$ cat src/rtl/ipt_walker_pkg.sv
package ipt_walker_pkg;

   typedef enum logic [1:0] {
      WS_IDLE  = 2'd0,
      WS_PROBE = 2'd1,
      WS_RESP  = 2'd2
   } walk_state_e;

endpackage

$ cat src/rtl/ipt_hash.sv
module ipt_hash #(
   parameter int VPN_W = 12,
   parameter int IDX_W = 5
) (
   input  logic [VPN_W-1:0] vpn,
   output logic [IDX_W-1:0] idx
);
   localparam int HALF = (VPN_W + 1) / 2;

   logic [HALF-1:0] lo_part;
   logic [HALF-1:0] hi_part;

   generate
      if (IDX_W > HALF) begin : g_bad_width
         $error("ipt_hash: index wider than half the page number");
      end
      if (VPN_W < 2) begin : g_bad_vpn
         $error("ipt_hash: page number too narrow to fold");
      end
   endgenerate

   always_comb begin
      lo_part = vpn[HALF-1:0];
      hi_part = HALF'(vpn >> HALF);
      idx     = IDX_W'(lo_part ^ hi_part);
   end

endmodule

$ cat src/rtl/ipt_store.sv
module ipt_store #(
   parameter int VPN_W   = 12,
   parameter int FRAME_W = 4,
   parameter int IDX_W   = 5
) (
   input  logic               clk,
   input  logic               rst_n,
   input  logic               wr_en,
   input  logic [IDX_W-1:0]   wr_idx,
   input  logic               wr_valid,
   input  logic [VPN_W-1:0]   wr_tag,
   input  logic [FRAME_W-1:0] wr_frame,
   input  logic [IDX_W-1:0]   wr_link,
   input  logic [IDX_W-1:0]   rd_idx,
   output logic               rd_valid,
   output logic [VPN_W-1:0]   rd_tag,
   output logic [FRAME_W-1:0] rd_frame,
   output logic [IDX_W-1:0]   rd_link
);
   localparam int SLOTS = 1 << IDX_W;

   logic               valid_q [SLOTS];
   logic [VPN_W-1:0]   tag_q   [SLOTS];
   logic [FRAME_W-1:0] frame_q [SLOTS];
   logic [IDX_W-1:0]   link_q  [SLOTS];

   generate
      for (genvar s = 0; s < SLOTS; s++) begin : g_slot
         logic sel;
         assign sel = wr_en && (wr_idx == IDX_W'(s));

         always_ff @(posedge clk or negedge rst_n) begin
            if (!rst_n) begin
               valid_q[s] <= 1'b0;
            end else if (sel) begin
               valid_q[s] <= wr_valid;
            end
         end

         always_ff @(posedge clk) begin
            if (sel) begin
               tag_q[s]   <= wr_tag;
               frame_q[s] <= wr_frame;
               link_q[s]  <= wr_link;
            end
         end
      end
   endgenerate

   always_comb begin
      rd_valid = valid_q[rd_idx];
      rd_tag   = tag_q[rd_idx];
      rd_frame = frame_q[rd_idx];
      rd_link  = link_q[rd_idx];
   end

endmodule

$ cat src/rtl/ipt_walker.sv
module ipt_walker
   import ipt_walker_pkg::*;
#(
   parameter int VPN_W      = 12,
   parameter int FRAME_W    = 4,
   parameter int MAX_PROBES = 8,
   localparam int IDX_W     = FRAME_W + 1,
   localparam int CNT_W     = $clog2(MAX_PROBES + 1)
) (
   input  logic               clk,
   input  logic               rst_n,
   input  logic               wr_en,
   input  logic [IDX_W-1:0]   wr_idx,
   input  logic               wr_valid,
   input  logic [VPN_W-1:0]   wr_tag,
   input  logic [FRAME_W-1:0] wr_frame,
   input  logic [IDX_W-1:0]   wr_link,
   input  logic               req_valid,
   output logic               req_ready,
   input  logic [VPN_W-1:0]   req_vpn,
   output logic               rsp_valid,
   input  logic               rsp_ready,
   output logic               rsp_hit,
   output logic [FRAME_W-1:0] rsp_frame,
   output logic [CNT_W-1:0]   rsp_probes
);
   localparam logic [IDX_W-1:0] NULL_LINK = '1;
   localparam logic [CNT_W-1:0] LIMIT     = CNT_W'(MAX_PROBES);

   generate
      if (MAX_PROBES < 1) begin : g_bad_limit
         $error("ipt_walker: MAX_PROBES must be at least 1");
      end
      if (FRAME_W < 1) begin : g_bad_frame
         $error("ipt_walker: FRAME_W must be at least 1");
      end
   endgenerate

   walk_state_e        state_q;
   logic [VPN_W-1:0]   vpn_q;
   logic [IDX_W-1:0]   cur_idx_q;
   logic [CNT_W-1:0]   probes_q;
   logic               hit_q;
   logic [FRAME_W-1:0] frame_q;
   logic [CNT_W-1:0]   used_q;

   logic [IDX_W-1:0]   home_idx;
   logic               slot_valid;
   logic [VPN_W-1:0]   slot_tag;
   logic [FRAME_W-1:0] slot_frame;
   logic [IDX_W-1:0]   slot_link;

   logic [CNT_W-1:0]   step;
   logic               match;
   logic               give_up;

   ipt_hash #(.VPN_W(VPN_W), .IDX_W(IDX_W)) u_hash (
      .vpn (req_vpn),
      .idx (home_idx)
   );

   ipt_store #(.VPN_W(VPN_W), .FRAME_W(FRAME_W), .IDX_W(IDX_W)) u_store (
      .clk      (clk),
      .rst_n    (rst_n),
      .wr_en    (wr_en),
      .wr_idx   (wr_idx),
      .wr_valid (wr_valid),
      .wr_tag   (wr_tag),
      .wr_frame (wr_frame),
      .wr_link  (wr_link),
      .rd_idx   (cur_idx_q),
      .rd_valid (slot_valid),
      .rd_tag   (slot_tag),
      .rd_frame (slot_frame),
      .rd_link  (slot_link)
   );

   // Decision for the slot probed in this cycle
   always_comb begin
      step    = probes_q + 1'b1;
      match   = slot_valid && (slot_tag == vpn_q);
      give_up = !slot_valid || (slot_link == NULL_LINK) || (step == LIMIT);
   end

   always_ff @(posedge clk or negedge rst_n) begin
      if (!rst_n) begin
         state_q   <= WS_IDLE;
         vpn_q     <= '0;
         cur_idx_q <= '0;
         probes_q  <= '0;
         hit_q     <= 1'b0;
         frame_q   <= '0;
         used_q    <= '0;
      end else begin
         unique case (state_q)
            WS_IDLE: begin
               if (req_valid) begin
                  vpn_q     <= req_vpn;
                  cur_idx_q <= home_idx;
                  probes_q  <= '0;
                  state_q   <= WS_PROBE;
               end
            end
            WS_PROBE: begin
               if (match) begin
                  hit_q   <= 1'b1;
                  frame_q <= slot_frame;
                  used_q  <= step;
                  state_q <= WS_RESP;
               end else if (give_up) begin
                  hit_q   <= 1'b0;
                  frame_q <= '0;
                  used_q  <= step;
                  state_q <= WS_RESP;
               end else begin
                  cur_idx_q <= slot_link;
                  probes_q  <= step;
               end
            end
            WS_RESP: begin
               if (rsp_ready) state_q <= WS_IDLE;
            end
            default: state_q <= WS_IDLE;
         endcase
      end
   end

   assign req_ready  = (state_q == WS_IDLE);
   assign rsp_valid  = (state_q == WS_RESP);
   assign rsp_hit    = hit_q;
   assign rsp_frame  = frame_q;
   assign rsp_probes = used_q;


   accept_leaves_idle_chk: assert property (@(posedge clk) disable iff (!rst_n)
      req_valid && req_ready |=> !req_ready && !rsp_valid);


   rsp_hold_chk: assert property (@(posedge clk) disable iff (!rst_n)
      rsp_valid && !rsp_ready |=> rsp_valid && $stable(rsp_hit)
                                  && $stable(rsp_frame) && $stable(rsp_probes));


   rsp_release_chk: assert property (@(posedge clk) disable iff (!rst_n)
      rsp_valid && rsp_ready |=> !rsp_valid && req_ready);


   probe_bound_chk: assert property (@(posedge clk) disable iff (!rst_n)
      rsp_valid |-> (rsp_probes != '0) && (rsp_probes <= LIMIT));


   fault_frame_chk: assert property (@(posedge clk) disable iff (!rst_n)
      rsp_valid && !rsp_hit |-> rsp_frame == '0);


   walk_counter_chk: assert property (@(posedge clk) disable iff (!rst_n)
      (state_q == WS_PROBE) && !match && !give_up |=> (state_q == WS_PROBE)
                                                    && (probes_q == $past(step)));

endmodule

$ cat config.mk
export PLATFORM = sky130hd
export DESIGN_NAME = ipt_walker
export DESIGN_NICKNAME = d
export VERILOG_FILES = /design/src/rtl/ipt_walker_pkg.sv /design/src/rtl/ipt_hash.sv /design/src/rtl/ipt_store.sv /design/src/rtl/ipt_walker.sv
export SDC_FILE = /design/constraint.sdc
export NUM_CORES = 1
export LEC_CHECK = 0
export ABC_AREA = 1
export BUFFER_PORTS_ARGS = -buffer_cell sky130_fd_sc_hd__clkbuf_2
export CAP_MARGIN = 5
export CORE_MARGIN = 3
export CORE_UTILIZATION = 45
export CTS_CLUSTER_DIAMETER = 150
export DETAILED_ROUTE_END_ITERATION = 8
export PLACE_DENSITY = 0.7
export SETUP_SLACK_MARGIN = 0.02
export SYNTH_ARGS = -nofsm -noshare
export SYNTH_HDL_FRONTEND = slang
export SYNTH_SLANG_ARGS = --single-unit
$ cat constraint.sdc
create_clock -name clk -period 3.9 [get_ports clk]
set_input_delay 0 -clock clk [delete_from_list [all_inputs] [get_ports clk]]
set_output_delay 0 -clock clk [all_outputs]
set_load 0.02 [all_outputs]
# ---- After elaboration in Yosys (flattened, before gate mapping)
# Memories as Yosys holds them, arrays and structs flattened.
# Cells that the tools add are included.
dict set report totals {
  reg_bits 64
  mem_bits_rw 672
  in_bits 44
  out_inout_bits 11
  elab_cells 589
  n_memories 3
}
dict set report op_classes {
  addsub 1
  order_cmp 1
  n_eq_ne 41
  muxes 365
  bitwise 2
  n_reduce_logical 137
}
# memory words width read_ports rd_ports_with_merged_regs wr line_no
set memory_table {}
lappend memory_table {u_store.tag_q 32 12 1 0 1 ipt_store.sv:23} ;# logic [VPN_W-1:0] tag_q [SLOTS];
lappend memory_table {u_store.link_q 32 5 1 0 1 ipt_store.sv:25} ;# logic [IDX_W-1:0] link_q [SLOTS];
lappend memory_table {u_store.frame_q 32 4 1 0 1 ipt_store.sv:24} ;# logic [FRAME_W-1:0] frame_q [SLOTS];
# op count
set op_table {}
lappend op_table {{$mux 5} 127}
lappend op_table {{$mux 12} 31}
lappend op_table {{$reduce_or 12->1} 31}
lappend op_table {{$mux 1} 161}
lappend op_table {{$reduce_or 5->1} 31}
lappend op_table {{$mux 4} 38}
lappend op_table {{$reduce_or 4->1} 31}
lappend op_table {{$eq 5x5->1 const B} 17}
lappend op_table {{$eq 5x4->1 const B} 8}
lappend op_table {{$logic_and 1x1->1} 33}
lappend op_table {{$eq 5x3->1 const B} 4}
lappend op_table {{$eq 12x12->1} 1}
lappend op_table {{$eq 5x2->1 const B} 2}
lappend op_table {{$pmux 5 s2} 1}
lappend op_table {{$mux 2} 4}
lappend op_table {{$pmux 4 s2} 1}
lappend op_table {{$ge 6x6->1 const B} 1}
lappend op_table {{$ne 2x2->1 const B} 3}
lappend op_table {{$not 5->6} 1}
lappend op_table {{$pmux 2 s3} 1}
lappend op_table {{$bmux 1 s5} 1}
lappend op_table {{$eq 5x1->1 const B} 1}
lappend op_table {{$logic_not 5->1} 1}
lappend op_table {{$xor 5x5->5} 1}
lappend op_table {{other kinds (13)} 16}

# ---- Depth between registers and ports, before layout
dict set report depth {
  word_depth 36
  depth_mapped 19
  ltp_nobuf 17
}

# ---- By module
# Synthesis repeated with hierarchy kept, for this count alone.
dict set report hier_totals {
  hier_cells 2749
  hier_area_um2 30466.7
}
# mod n_inst cells_per_inst area_per_inst_um2 seq_area_each_um2
set modules_own_cells {}
lappend modules_own_cells {ipt_store 1 2513 28717.5 20980.1}
lappend modules_own_cells {ipt_walker 1 211 1655.3 800.8}
lappend modules_own_cells {ipt_hash 1 25 93.8 0.0}

# ---- Least setup slack after synthesis
# No wires, ideal clock.
dict set report synth_path {
  path_kind {reg2reg}
  from {register cur_idx_q[0]}
  to {register frame_q[0] (netlist: rsp_frame[0])}
  setup_ns 0.125
  t_arrival_ns 2.030
  required_time_ns 3.775
  path_slack_ns 1.745
  path_stages_with_launch 19
  n_path_buf 4
  synth_period_minus_slack_ns 2.155
  path_cell_list {dfrtp_1 buf_4 buf_6 buf_2 o21ai_0 nand3_1 nand2_1 nand2_1 nand2_1 nand2_1 nand2_1 nand2_1 nor2_1 nand2_1 nor2_1 nand3_1 buf_2 nand3_1 o21ai_1}
}
dict set report synth_via {
  elab_chain_len 9
  elab_cells_between_ends 16
  classes_between {eq/ne: 2; mux: 4; bitwise: 1; reduce/logical: 6; memory: 3}
}
# element line_no
set synth_lines {}
lappend synth_lines {{start, declared} ipt_walker.sv:41} ;# logic [IDX_W-1:0] cur_idx_q;
lappend synth_lines {{start signal, assigned} ipt_walker.sv:99} ;# cur_idx_q <= home_idx;
lappend synth_lines {{start signal, assigned} ipt_walker.sv:116} ;# cur_idx_q <= slot_link;
lappend synth_lines {{$not 5->6 (not written as such)} ipt_store.sv:51} ;# rd_valid = valid_q[rd_idx];
lappend synth_lines {{$bmux 1 s5} ipt_store.sv:51}
lappend synth_lines {{$mux 1 (not written as such) (2 in a row)} ipt_store.sv:51}
lappend synth_lines {{$logic_not 1->1} ipt_walker.sv:82} ;# give_up = !slot_valid || (slot_link == NULL_LINK) || (step == LIMIT);
lappend synth_lines {{$logic_or 1x1->1 (2 in a row)} ipt_walker.sv:82}
lappend synth_lines {{$reduce_bool 2->1 (no line)} --}
lappend synth_lines {{$reduce_and 2->1 (no line)} --}
lappend synth_lines {{end signal, assigned} ipt_walker.sv:107} ;# frame_q <= slot_frame;
lappend synth_lines {{end, declared} ipt_walker.sv:44} ;# logic [FRAME_W-1:0] frame_q;
# Parallel ways exist; a longest one is shown, timed or not. The select of a mux whose other input is x is not followed.
# A chain may end at the register's enable or synchronous reset.

# ---- Final worst setup path
dict set report layout_path {
  from {register cur_idx_q[1]}
  to {register frame_q[2] (netlist: rsp_frame[2])}
}
# The elaborated chain is that of the path after synthesis.

==> key figures <==
Status
  • Status: completed

Power and ir drop
  • Total power: between 20000 and 25000 uW
  • Peak VDD IR: 0.571 mV
  • P per Cell Area: ~710 nW/um2
  • Leak: around 0.013 uW

Floorplanning
  • Die W: ~270 um
  • Initial core utilization: between 40% and 50%
  • Die area: approximately 70000 um2
  • Core area: 66200 um2
  • Die height: around 270 um
  • Boundary Pins: 55
  • Floorplan row count: 94

Synthesis
  • Ys Warns: 0
  • Most used DFF post-synth: edfxtp_1
  • Post-synthesis sequential area ratio: just over 70%
  • Leading post-synthesis cells by cell area: edfxtp_1 67%, nand2_1 10%, nand3_1 7.3%, dfrtp_1 5.3%, a21oi_1 1.8%
  • Post-synth EDFFs: 672
  • Async SR Flop Fraction: 8.70%
  • Synth top area share: between 60% and 70%
  • Syn nets: approximately 2700
  • Synthesis-stage register bit count: roughly 740
  • Cell Area, Synth: around 30000 um2
  • Mean post-synth cell area: about 12 um2
  • Largest area contributor in the netlist: edfxtp_1
  • Post-synth cell types: 38
  • Post-synthesis instance total: about 2600

Routing
  • Post-route ant nets: 0
  • Vias/cell: 5.79
  • Initial drt markers: about 2700
  • Final wirelength: between 80 and 90 mm
  • Drt first pass iters: 7
  • Vias: 20788
  • DRC: 0
  • Wire per inst: roughly 23 um

Finish
  • Synth-to-Final Area Change: 13.4%
  • Final net count: around 2700
  • Most common cell after layout, fill and taps aside: nand2_1
  • Final Util: around half
  • Most frequent cells in the layout: 838 x nand2_1, 672 x edfxtp_1, 444 x nand3_1
  • Share of layout cells above drive strength 1: under 10%

Worst setup path
  • Crit Reg-Reg Endpoint: rsp_frame[2]
  • FF-to-FF setup slack: 0.59 ns
  • Worst setup startpoint: cur_idx_q[1]
  • CP startpoint kind: register
  • Crit-path max FO: 62
  • CP Class: register to register
  • Worst R2R Start: cur_idx_q[1]
  • CP Capture Type: register
  • CP arrival: around 3.8 ns
  • Critical Path Sink: rsp_frame[2]
  • CP required: ~4.4 ns
  • Reg2Reg Depth: 16

STA
  • Slew margin rel.: between 10% and 20%
  • RSZ-0062 raised after global routing: no
  • Final Hold Fails: 0
  • Setup TNS: 0 ns
  • Slew Viols, Final: 0
  • Worst Skew: about 0.015 ns
  • Max frequency: ~0.30 GHz
  • Final Setup Violations: 0
  • Tmin final: ~3.3 ns
  • Final Cycle Share: between 80% and 90%
  • Hold Worst Slack: roughly 0.036 ns
  • Worst-Margin Slew: roughly 1.3 ns

GRT
  • Gr ovfl total: 0
  • Total track usage: a little under a quarter
  • Initial antenna violation count: 4
  • Global-route wire length before repair: between 100 and 150 mm
  • Largest net degree at the start of global routing: ~180
  • Vias in the first global route: roughly 20000

Placed design
  • Post-DP HPWL: 43.5 mm
  • Port buffer count: 54
  • Final GP Congestion: around 0.84

Clocking
  • Clk root buf: clkbuf_16
  • CTS tree: built
  • H-tree lvl count: 3
  • CTS clk-pin slew, worst paths: ~0.06 ns
  • CTS buffer count: 73
  • Clock sinks: approximately 740
  • Clock tree buffer depth: 3
  • # resized after CTS: 0
  • Clk_lat worst skew: around 0.60 ns

Flow run
  • Max_cap viols: 0

Worst hold path
  • Hold crit path type: input port to register
## state kept, by name, indices dropped and copies added (netlist names)
register,flops
rsp_probes,4
probes_q,4
rsp_frame,4
vpn_q,12
cur_idx_q,5
u_store.tag_q,384
rsp_hit,1
state_q,2
u_store.valid_q,32
u_store.link_q,160
u_store.frame_q,128
## area by class of cell
class,count,area [um2]
sequential,736,21800
inverter,51,206
clock inverter,43,450
fill,5398,31900
multi-input combinational,1675,7740
clock buffer,88,1990
timing repair buffer,128,1020
antenna,3,7.51
tap,864,1080
## stage by stage
step,setup slack (ns),instance area (um2),std cells
floorplan,1.74,30200,2621
global placement,0.724,31600,3430
detailed placement,0.684,31600,3430
CTS,0.656,34300,3585
global route,0.337,34300,3586
finish,0.590,34300,3588
## critical path, cell delays in order (launching register included)
cell	delay, ns
dfrtp_4	0.63
inv_6	0.51
buf_4	0.31
nand3_1	0.10
nand3_1	0.10
nand2_1	0.07
nand2_1	0.07
nand3_1	0.21
nand2_1	0.19
o21ai_0	0.08
inv_1	0.05
nand2_1	0.05
nor2_1	0.16
nand3_1	0.10
buf_4	0.27
nand3_1	0.11
o21ai_1	0.08
## per-layer routing
| metal | GRT usage, % | part of all wire [%] | vias up |
|---|---|---|---|
| met5 | 0 | 0 | - |
| met4 | 12.1 | 5.0 | 0 |
| met3 | 4.44 | 10 | 236 |
| met2 | 36.6 | 46 | 1166 |
| met1 | 32.1 | 39 | 10074 |
| li1 | - | - | 9312 |
## power by group
part / switching, uW / leakage, uW / total [uW] / internal, uW
Clock: 2930 / 0.00121 / 7160 / 4240
Combinational: 5760 / 0.00449 / 8180 / 2420
Sequential: 221 / 0.00682 / 9140 / 8920
## kinds of logic after synthesis
| kind of cell | synth area share (%) |
|---|---|
| XOR/XNOR | 0.174 |
| multiplexers | 0.223 |
| AO/OA/AOI/OAI | 4.76 |
| buffers and inverters | 3.15 |
| flip-flops | 72.0 |
| adder cells (fa/ha/maj) | 0.0414 |
| AND/OR/NAND/NOR | 19.6 |
## repair_timing
| item | 4_1_cts | 5_1_grt |
|---|---|---|
| setup endpoints to repair | 0 | 0 |
| buffers inserted | 0 | 0 |
| hold buffers | 24 | 0 |
| hold endpoints to repair | 228 | 0 |
## Yosys cell counts (2+ instances only)
cell,count
nand2_1,838
edfxtp_1,672
nand3_1,444
nor2_1,110
a21oi_1,109
buf_2,83
dfrtp_1,64
o21ai_0,52
clkbuf_1,47
inv_1,45
a22oi_1,18
o21ai_1,16
buf_1,15
o21a_1,13
buf_4,12
o31ai_1,10
nand4_1,9
o211ai_1,9
a221oi_1,8
nand3b_1,7
mux2_2,6
a221o_1,4
a31oi_1,4
inv_2,4
xnor2_1,3
xor2_1,3
buf_6,2
clkinv_1,2
o221ai_1,2
or2_2,2
## worst min-delay path by stage
| stage | depth (start not counted) | from | end | slack, ns |
|---|---|---|---|---|
| finish | 1 | wr_frame[3] | u_store.frame_q[23][3] | 0.04 |
| global route | 1 | wr_link[0] | u_store.link_q[1][0] | 0.06 |
| CTS | 1 | wr_link[0] | u_store.link_q[3][0] | 0.004 |
| detailed placement | 1 | rst_n | vpn_q[1] | 0.04 |
| global placement | 1 | rst_n | vpn_q[1] | 0.02 |
| floorplan | 0 | rst_n | cur_idx_q[0] | -0.30 |
Power figures use the tool's default switching activity.
